===== config.mk =====
export PLATFORM = sky130hd
export DESIGN_NAME = imm_prob_update
export DESIGN_NICKNAME = d
export VERILOG_FILES = /design/src/rtl/imm_prob_pkg.sv /design/src/rtl/imm_dly.sv /design/src/rtl/imm_div_pipe.sv /design/src/rtl/imm_prob_update.sv
export SDC_FILE = /design/constraint.sdc
export NUM_CORES = 2
export LEC_CHECK = 0
export ABC_AREA = 1
export BUFFER_PORTS_ARGS = -buffer_cell sky130_fd_sc_hd__buf_2
export CAP_MARGIN = 20
export CORE_MARGIN = 1
export CORE_UTILIZATION = 62
export DETAILED_ROUTE_END_ITERATION = 12
export PLACE_DENSITY = 0.78
export SKIP_CTS_REPAIR_TIMING = 1
export SYNTH_ARGS = -nofsm -noshare
export SYNTH_HDL_FRONTEND = slang
export SYNTH_SLANG_ARGS = --single-unit
export TNS_END_PERCENT = 50

===== constraint.sdc =====
create_clock -name clk -period 17.55 [get_ports clk]
set_input_delay 3.51 -clock clk [delete_from_list [all_inputs] [get_ports clk]]
set_output_delay 3.51 -clock clk [all_outputs]
set_load 0.02 [all_outputs]

===== src/rtl/imm_prob_pkg.sv =====
package imm_prob_pkg;
   localparam int PROB_W = 16;
   localparam int PROB_F = PROB_W - 1;
   typedef logic [PROB_W-1:0] prob_t;
   localparam prob_t PROB_ONE  = prob_t'(1) << PROB_F;
   localparam prob_t PROB_HALF = PROB_ONE >> 1;
   typedef enum logic [1:0] {ST_IDLE, ST_HALF, ST_RUN} fsm_t;
endpackage


===== src/rtl/imm_dly.sv =====
module imm_dly #(
   parameter int WIDTH = 16,
   parameter int DEPTH = 1
) (
   input  logic             clk,
   input  logic             rst_n,
   input  logic [WIDTH-1:0] din,
   output logic [WIDTH-1:0] dout
);
   initial begin
      assert (DEPTH >= 1) else $error("imm_dly: DEPTH must be at least 1");
   end

   logic [WIDTH-1:0] stg_q [DEPTH];

   always_ff @(posedge clk or negedge rst_n) begin
      if (!rst_n) begin
         for (int i = 0; i < DEPTH; i++) stg_q[i] <= '0;
      end else begin
         stg_q[0] <= din;
         for (int i = 1; i < DEPTH; i++) stg_q[i] <= stg_q[i-1];
      end
   end

   assign dout = stg_q[DEPTH-1];
endmodule


===== src/rtl/imm_div_pipe.sv =====
module imm_div_pipe
   import imm_prob_pkg::*;
#(
   parameter int W = PROB_W,
   parameter int F = PROB_F
) (
   input  logic         clk,
   input  logic         rst_n,
   input  logic         in_v,
   input  logic         in_idx,
   input  logic [W-1:0] in_num,
   input  logic [W:0]   in_den,
   input  logic [W-1:0] in_alt,
   output logic         out_v,
   output logic         out_idx,
   output logic [W-1:0] out_res,
   output logic         out_zero,
   output logic         near_done
);
   localparam int L  = W;
   localparam int DW = W + F;

   initial begin
      assert (L >= 2) else $error("imm_div_pipe: need at least two stages");
   end

   logic [DW-1:0] dvd;
   assign dvd = {in_num, {F{1'b0}}};

   logic [W:0]   rem_q [L];
   logic [W:0]   den_q [L];
   logic [W-1:0] dlo_q [L];
   logic [W-1:0] quo_q [L];
   logic [W-1:0] alt_q [L];
   logic         v_q   [L];
   logic         idx_q [L];
   logic         zero_q[L];

   for (genvar s = 0; s < L; s++) begin : g_stage
      logic [W:0]   r_in, dv_in, rem_nx;
      logic [W-1:0] d_in, q_in, a_in;
      logic         z_in, vi, ii, take;
      logic [W+1:0] trial;
      if (s == 0) begin : g_head
         assign r_in  = (W+1)'(dvd >> W);
         assign d_in  = dvd[W-1:0];
         assign q_in  = '0;
         assign dv_in = in_den;
         assign a_in  = in_alt;
         assign z_in  = (in_den == '0);
         assign vi    = in_v;
         assign ii    = in_idx;
      end else begin : g_body
         assign r_in  = rem_q[s-1];
         assign d_in  = dlo_q[s-1];
         assign q_in  = quo_q[s-1];
         assign dv_in = den_q[s-1];
         assign a_in  = alt_q[s-1];
         assign z_in  = zero_q[s-1];
         assign vi    = v_q[s-1];
         assign ii    = idx_q[s-1];
      end
      assign trial  = {r_in, d_in[W-1]};
      assign take   = (trial >= {1'b0, dv_in});
      assign rem_nx = take ? (trial[W:0] - dv_in) : trial[W:0];

      always_ff @(posedge clk or negedge rst_n) begin
         if (!rst_n) begin
            rem_q[s] <= '0; den_q[s] <= '0; dlo_q[s] <= '0; quo_q[s] <= '0;
            alt_q[s] <= '0; v_q[s] <= 1'b0; idx_q[s] <= 1'b0; zero_q[s] <= 1'b0;
         end else begin
            rem_q[s]  <= rem_nx;
            den_q[s]  <= dv_in;
            dlo_q[s]  <= d_in << 1;
            quo_q[s]  <= q_in | ({{(W-1){1'b0}}, take} << (W-1-s));
            alt_q[s]  <= a_in;
            v_q[s]    <= vi;
            idx_q[s]  <= ii;
            zero_q[s] <= z_in;
         end
      end
   end

   logic div_unused;
   assign div_unused = ^{rem_q[L-1], den_q[L-1], dlo_q[L-1]};

   assign out_v     = v_q[L-1];
   assign out_idx   = idx_q[L-1];
   assign out_zero  = zero_q[L-1];
   assign out_res   = zero_q[L-1] ? alt_q[L-1] : quo_q[L-1];
   assign near_done = v_q[L-2] & idx_q[L-2];


   quot_bound_chk: assert property (@(posedge clk) disable iff (!rst_n)
      (out_v && !out_zero) |-> (quo_q[L-1] <= (W'(1) << F)));
endmodule


===== src/rtl/imm_prob_update.sv =====
module imm_prob_update
   import imm_prob_pkg::*;
#(
   parameter int    MUL_LAT = 5,
   parameter int    ADD_LAT = 7,
   parameter prob_t TP00    = 16'd32440,
   parameter prob_t TP01    = 16'd328,
   parameter prob_t TP10    = 16'd328,
   parameter prob_t TP11    = 16'd32440,
   parameter prob_t INIT0   = PROB_HALF,
   parameter prob_t INIT1   = PROB_HALF
) (
   input  logic              clk,
   input  logic              rst_n,
   input  logic              in_en,
   input  logic [PROB_W-1:0] in_data,
   output logic              busy,
   output logic              out_comb_en,
   output logic              out_fifo_en,
   output logic              out_model,
   output logic [PROB_W-1:0] out_data,
   output logic              err_zero
);
   localparam int W   = PROB_W;
   localparam int F   = PROB_F;
   localparam int PW  = 2 * W;
   localparam int AW2 = 2 * W + 1;
   localparam int MW  = 1 + 4 * W;
   localparam int SW  = MW + W + 1;

   initial begin
      assert (MUL_LAT >= 1 && ADD_LAT >= 1) else $error("imm_prob_update: latencies must be positive");
      assert (32'(TP00) + 32'(TP01) == 32'(PROB_ONE)) else $error("imm_prob_update: row 0 must sum to one");
      assert (32'(TP10) + 32'(TP11) == 32'(PROB_ONE)) else $error("imm_prob_update: row 1 must sum to one");
      assert (32'(INIT0) + 32'(INIT1) <= 32'(PROB_ONE)) else $error("imm_prob_update: initial weights exceed one");
   end

   fsm_t  st_q;
   prob_t lik0_q, lik1_q, pred0_q, pred1_q, keep0_q, keep1_q;
   logic  launch_q, first_q, err_q;
   logic [1:0] stored_q;
   logic  busy_clr;

   // prediction from held or initial weights
   prob_t prev0, prev1, pred0_c, pred1_c;
   logic [AW2-1:0] acc0, acc1;
   assign prev0   = first_q ? INIT0 : keep0_q;
   assign prev1   = first_q ? INIT1 : keep1_q;
   assign acc0    = AW2'(TP00) * AW2'(prev0) + AW2'(TP10) * AW2'(prev1);
   assign acc1    = AW2'(TP01) * AW2'(prev0) + AW2'(TP11) * AW2'(prev1);
   assign pred0_c = prob_t'(acc0 >> F);
   assign pred1_c = prob_t'(acc1 >> F);

   always_ff @(posedge clk or negedge rst_n) begin
      if (!rst_n) begin
         st_q <= ST_IDLE; launch_q <= 1'b0;
         lik0_q <= '0; lik1_q <= '0; pred0_q <= '0; pred1_q <= '0;
      end else begin
         launch_q <= 1'b0;
         unique case (st_q)
            ST_IDLE: if (in_en) begin
               lik0_q <= in_data;
               st_q   <= ST_HALF;
            end
            ST_HALF: if (in_en) begin
               lik1_q   <= in_data;
               pred0_q  <= pred0_c;
               pred1_q  <= pred1_c;
               launch_q <= 1'b1;
               st_q     <= ST_RUN;
            end
            default: if (busy_clr) st_q <= ST_IDLE;
         endcase
      end
   end
   assign busy = (st_q == ST_RUN);

   // multiplier stage
   prob_t prod0_c, prod1_c;
   assign prod0_c = prob_t'((PW'(lik0_q) * PW'(pred0_q)) >> F);
   assign prod1_c = prob_t'((PW'(lik1_q) * PW'(pred1_q)) >> F);

   logic [MW-1:0] m_in, m_out;
   assign m_in = {launch_q, pred1_q, pred0_q, prod1_c, prod0_c};
   imm_dly #(.WIDTH(MW), .DEPTH(MUL_LAT)) u_mul (.clk(clk), .rst_n(rst_n), .din(m_in), .dout(m_out));

   logic  m_v;
   prob_t m_pred1, m_pred0, m_prod1, m_prod0;
   assign {m_v, m_pred1, m_pred0, m_prod1, m_prod0} = m_out;

   // adder stage, products and predictions delay-matched alongside
   logic [W:0] sum_c;
   assign sum_c = {1'b0, m_prod0} + {1'b0, m_prod1};

   logic [SW-1:0] s_in, s_out;
   assign s_in = {m_v, m_pred1, m_pred0, m_prod1, m_prod0, sum_c};
   imm_dly #(.WIDTH(SW), .DEPTH(ADD_LAT)) u_add (.clk(clk), .rst_n(rst_n), .din(s_in), .dout(s_out));

   logic       a_v;
   prob_t      a_pred1, a_pred0, a_prod1, a_prod0;
   logic [W:0] a_sum;
   assign {a_v, a_pred1, a_pred0, a_prod1, a_prod0, a_sum} = s_out;

   // second operand pair waits one cycle for the shared divider
   logic       h_v;
   prob_t      h_prod1, h_pred1;
   logic [W:0] h_sum;
   always_ff @(posedge clk or negedge rst_n) begin
      if (!rst_n) begin
         h_v <= 1'b0; h_prod1 <= '0; h_pred1 <= '0; h_sum <= '0;
      end else begin
         h_v <= a_v; h_prod1 <= a_prod1; h_pred1 <= a_pred1; h_sum <= a_sum;
      end
   end

   logic       d_v, d_idx, r_v, r_idx, r_zero;
   prob_t      d_num, d_alt, r_res;
   logic [W:0] d_den;
   assign d_v   = a_v | h_v;
   assign d_idx = ~a_v;
   assign d_num = a_v ? a_prod0 : h_prod1;
   assign d_den = a_v ? a_sum   : h_sum;
   assign d_alt = a_v ? a_pred0 : h_pred1;

   imm_div_pipe #(.W(W), .F(F)) u_div (
      .clk(clk), .rst_n(rst_n), .in_v(d_v), .in_idx(d_idx), .in_num(d_num),
      .in_den(d_den), .in_alt(d_alt), .out_v(r_v), .out_idx(r_idx),
      .out_res(r_res), .out_zero(r_zero), .near_done(busy_clr));

   assign out_comb_en = r_v;
   assign out_model   = r_idx;
   assign out_data    = r_res;
   assign out_fifo_en = r_v && (stored_q != 2'd2);
   assign err_zero    = err_q;

   // loop store and its write control
   always_ff @(posedge clk or negedge rst_n) begin
      if (!rst_n) begin
         keep0_q <= '0; keep1_q <= '0; first_q <= 1'b1; stored_q <= '0; err_q <= 1'b0;
      end else begin
         if (launch_q) stored_q <= '0;
         if (out_fifo_en) begin
            stored_q <= stored_q + 2'd1;
            if (r_idx) begin
               keep1_q <= r_res;
               first_q <= 1'b0;
            end else begin
               keep0_q <= r_res;
            end
         end
         if (r_v && r_zero) err_q <= 1'b1;
      end
   end


   idle_input_chk: assert property (@(posedge clk) disable iff (!rst_n)
      (busy && in_en) |=> ($stable(lik0_q) && $stable(lik1_q)));

   order_first_chk: assert property (@(posedge clk) disable iff (!rst_n)
      $rose(out_comb_en) |-> !out_model);

   order_pair_chk: assert property (@(posedge clk) disable iff (!rst_n)
      $rose(out_comb_en) |=> (out_comb_en && out_model));

   fifo_close_chk: assert property (@(posedge clk) disable iff (!rst_n)
      $fell(out_comb_en) |-> (stored_q == 2'd2));

   err_sticky_chk: assert property (@(posedge clk) disable iff (!rst_n)
      err_zero |=> err_zero);

   prob_range_chk: assert property (@(posedge clk) disable iff (!rst_n)
      out_comb_en |-> (out_data <= PROB_ONE));
endmodule


==> results by group <==
Timing
  • Setup TNS: 0 ns
  • Max-slew violations: 0
  • RSZ-0062 raised after global routing: false
  • Slew @ Worst Pin: 1.11 ns
  • Final Skew: 0.0750 ns
  • Final worst-path cycle share: 44.1%
  • Fin crit period: 7.74 ns
  • Final Hold Violating Endpoints: 0
  • Slew headroom: 26.0%
  • Final setup vio count: 0
  • Peak Freq: 129 MHz

Synthesis
  • Mapped Cells: 9716
  • Mean Syn Cell Area: 10.3 µm²
  • Cell taking the most area after synthesis: dfrtp_1
  • Top cell type's share of synthesized area: 50.1%
  • Commonest cells in the synthesized netlist: dfrtp_1 (2001), nand2_1 (1995), inv_1 (1745)
  • Dominant cells by area after synthesis: dfrtp_1 (50%), fa_1 (11%), ha_1 (9.6%)
  • Number of synthesized register bits: 2002
  • Yosys warning total: 0
  • Post-synth EDFFs: 0
  • Mapped Area: 100000 µm²
  • Most frequent cell after synthesis: dfrtp_1
  • Ys flop type: dfrtp_1
  • Async set-reset flop share out of synthesis: 100%
  • Distinct cells, synth: 60
  • Seq/Total Area, Yosys: 50.1%
  • Syn nets: 11100

CTS
  • CTS buffer count: 189
  • CTS tree: yes
  • Clock slew seen by the registers of the worst setup and hold paths: 0.08 ns
  • CTS H-tree lvls: 4
  • Num Clock Sinks: 2002
  • CTS Buffer Depth: 3
  • Root Buffer: clkbuf_16
  • Clock latency on the worst-skew pair: 0.88 ns

Routing
  • Vias: 65900
  • Pre-antenna DRT Iters: 6
  • Avg Vias per Cell: 5.44
  • ANT nets after route: 0
  • Post-Route WL: 246000 µm
  • 1st-iter DRT viols: 4867
  • # DRC: 0
  • WL/cell: 20.3 µm

Place
  • GP Congestion: 0.985
  • Port Buf Inserts: 39
  • Dpl hpwl: 178000 µm

Final layout
  • Synth-to-layout area growth: 9.13%
  • Nets: 11100
  • Share of layout cells above drive strength 1: 5.03%

Floorplan
  • Die area: 163000 µm²
  • Core area: 160000 µm²
  • Number of cell rows: 147
  • Die Wd: 404 µm
  • I/O pins: 40
  • Die Ht: 404 µm
  • Initial Util: 62.3%

Outcome
  • Outcome: completed

Global routing
  • Initial antenna violation count: 9
  • First-pass GRT wire length: 388000 µm
  • GR Overflow Total: 0
  • Largest net degree at the start of global routing: 208
  • Vias in the first global route: 70600
  • Total track usage: 31.1%

Worst setup path
  • Critical-path top delay cell: dfstp_2
  • Setup CP Type: reg -> reg
  • CP Launch Type: register
  • Critical path arrival: 8.50 ns
  • Req. time, crit path: 18.32 ns
  • CP Capture Type: register
  • Crit path max fanout: 35
  • CP most frequent cell: nand2_1
  • Max incr delay on CP: 1.07 ns

Job
  • Max Cap Viol: 0

Worst hold path
  • Min-Delay Path Class: reg -> reg
## cell type report
class	instances	area, µm²
multi-input combinational	5743	42400
inverter	1761	6620
clock inverter	84	1140
sequential	2002	50100
antenna	10	25.0
clock buffer	266	5410
tap	2160	2700
fill	11500	51300
timing repair buffer	87	738
## critical path: cells and delay by family, from the launching register on
kind                     cells  cell delay [ns]
XOR/XNOR                     1             0.16
AND/OR/NAND/NOR             17             2.56
adder cells (fa/ha/maj)      7             2.67
AO/OA/AOI/OAI                4             0.78
flip-flops                   1             1.07
buffers and inverters        6             0.43
## per-stage QoR
stage,cell area [µm²],hold slack [ns],instances,util (%),worst slack (ns)
after floorplan,100000,0.331,9716,-,10.91
after global placement,102000,0.331,11700,63.8,10.24
after detailed placement,102000,0.335,11700,63.8,10.08
after CTS,109000,0.311,12100,67.9,9.87
after global routing,109000,0.318,12100,68.0,9.39
final,109000,0.308,12100,68.0,9.81
## registers in the layout, summed over array words and instances, names as in the netlist, 15 cells and up
signal and flops:
u_div.g_stage.dv_in 255, u_add.dout 82, u_div.g_stage.z_in 15, h_pred1 16
h_sum 17, pred1_q 16, u_div.g_stage.ii 15, keep1_q 16
pred0_q 16, u_div.g_stage.vi 15, lik0_q 16, lik1_q 16
keep0_q 16, u_div.g_stage.q_in 120, h_prod1 16, u_mul.stg_q 260
u_mul.dout 65, u_add.stg_q 492, u_div.g_stage.r_in 255, u_div.g_stage.a_in 240
u_div.quo_q 16, u_div.alt_q 16
## logic make-up (layout without fill, tap and decap cells)
kind of cell / after synthesis / count (layout) / share of synthesized area (%)
simple gates: 2869 / 2869 / 11.8
fa+ha+maj: 1337 / 1337 / 21.0
mux: 18 / 18 / 0.201
compound gates: 1175 / 1175 / 6.42
xor+xnor: 344 / 344 / 3.01
buf+inv: 1971 / 2198 / 7.50
other cells: 0 / 10 / 0
flops: 2002 / 2002 / 50.1
## layer usage
layer | global-route usage (%) | routed length [µm] | part of all wire (%)
met1 | 38.2 | 95100 | 39
met2 | 52.5 | 123000 | 50
met3 | 4.85 | 12400 | 5.1
met4 | 17.8 | 15600 | 6.3
met5 | 0 | 36 | 0.015
## final timing paths
kind	start	depth (start not counted)	end	slack, ns
min	u_div.g_stage[5].a_in[11]	0	u_div.g_stage[6].a_in[11]	0.31
min in group asynchronous	rst_n	1	u_div.g_stage[10].dv_in[1]	2.71
max in group asynchronous	rst_n	4	u_add.stg_q[425]	11.61
max reg2reg	first_q	35	pred1_q[15]	9.81
max	first_q	35	pred1_q[15]	9.81
min reg2reg	u_div.g_stage[5].a_in[11]	0	u_div.g_stage[6].a_in[11]	0.31
## placed cells by master, fill, tap and decap left out, types with 37 or more instances in the layout
cell type     n
inv_1      1745
nor2_1      368
buf_2        39
fa_1        568
clkbuf_1     38
nor3_1       65
o21ai_1      54
nand3_1     246
xor2_1      204
clkbuf_16   189
nand2_1    1995
a31oi_1      57
o21ai_0     450
ha_1        769
dfrtp_1    2000
a21o_1       63
buf_4        37
clkbuf_8     39
xnor2_1     140
a21oi_1     445
nand4_1      89
Power is left out: the tool's default activity adds up to more than one toggle a clock period on the data nets, which glitch-free logic cannot reach.
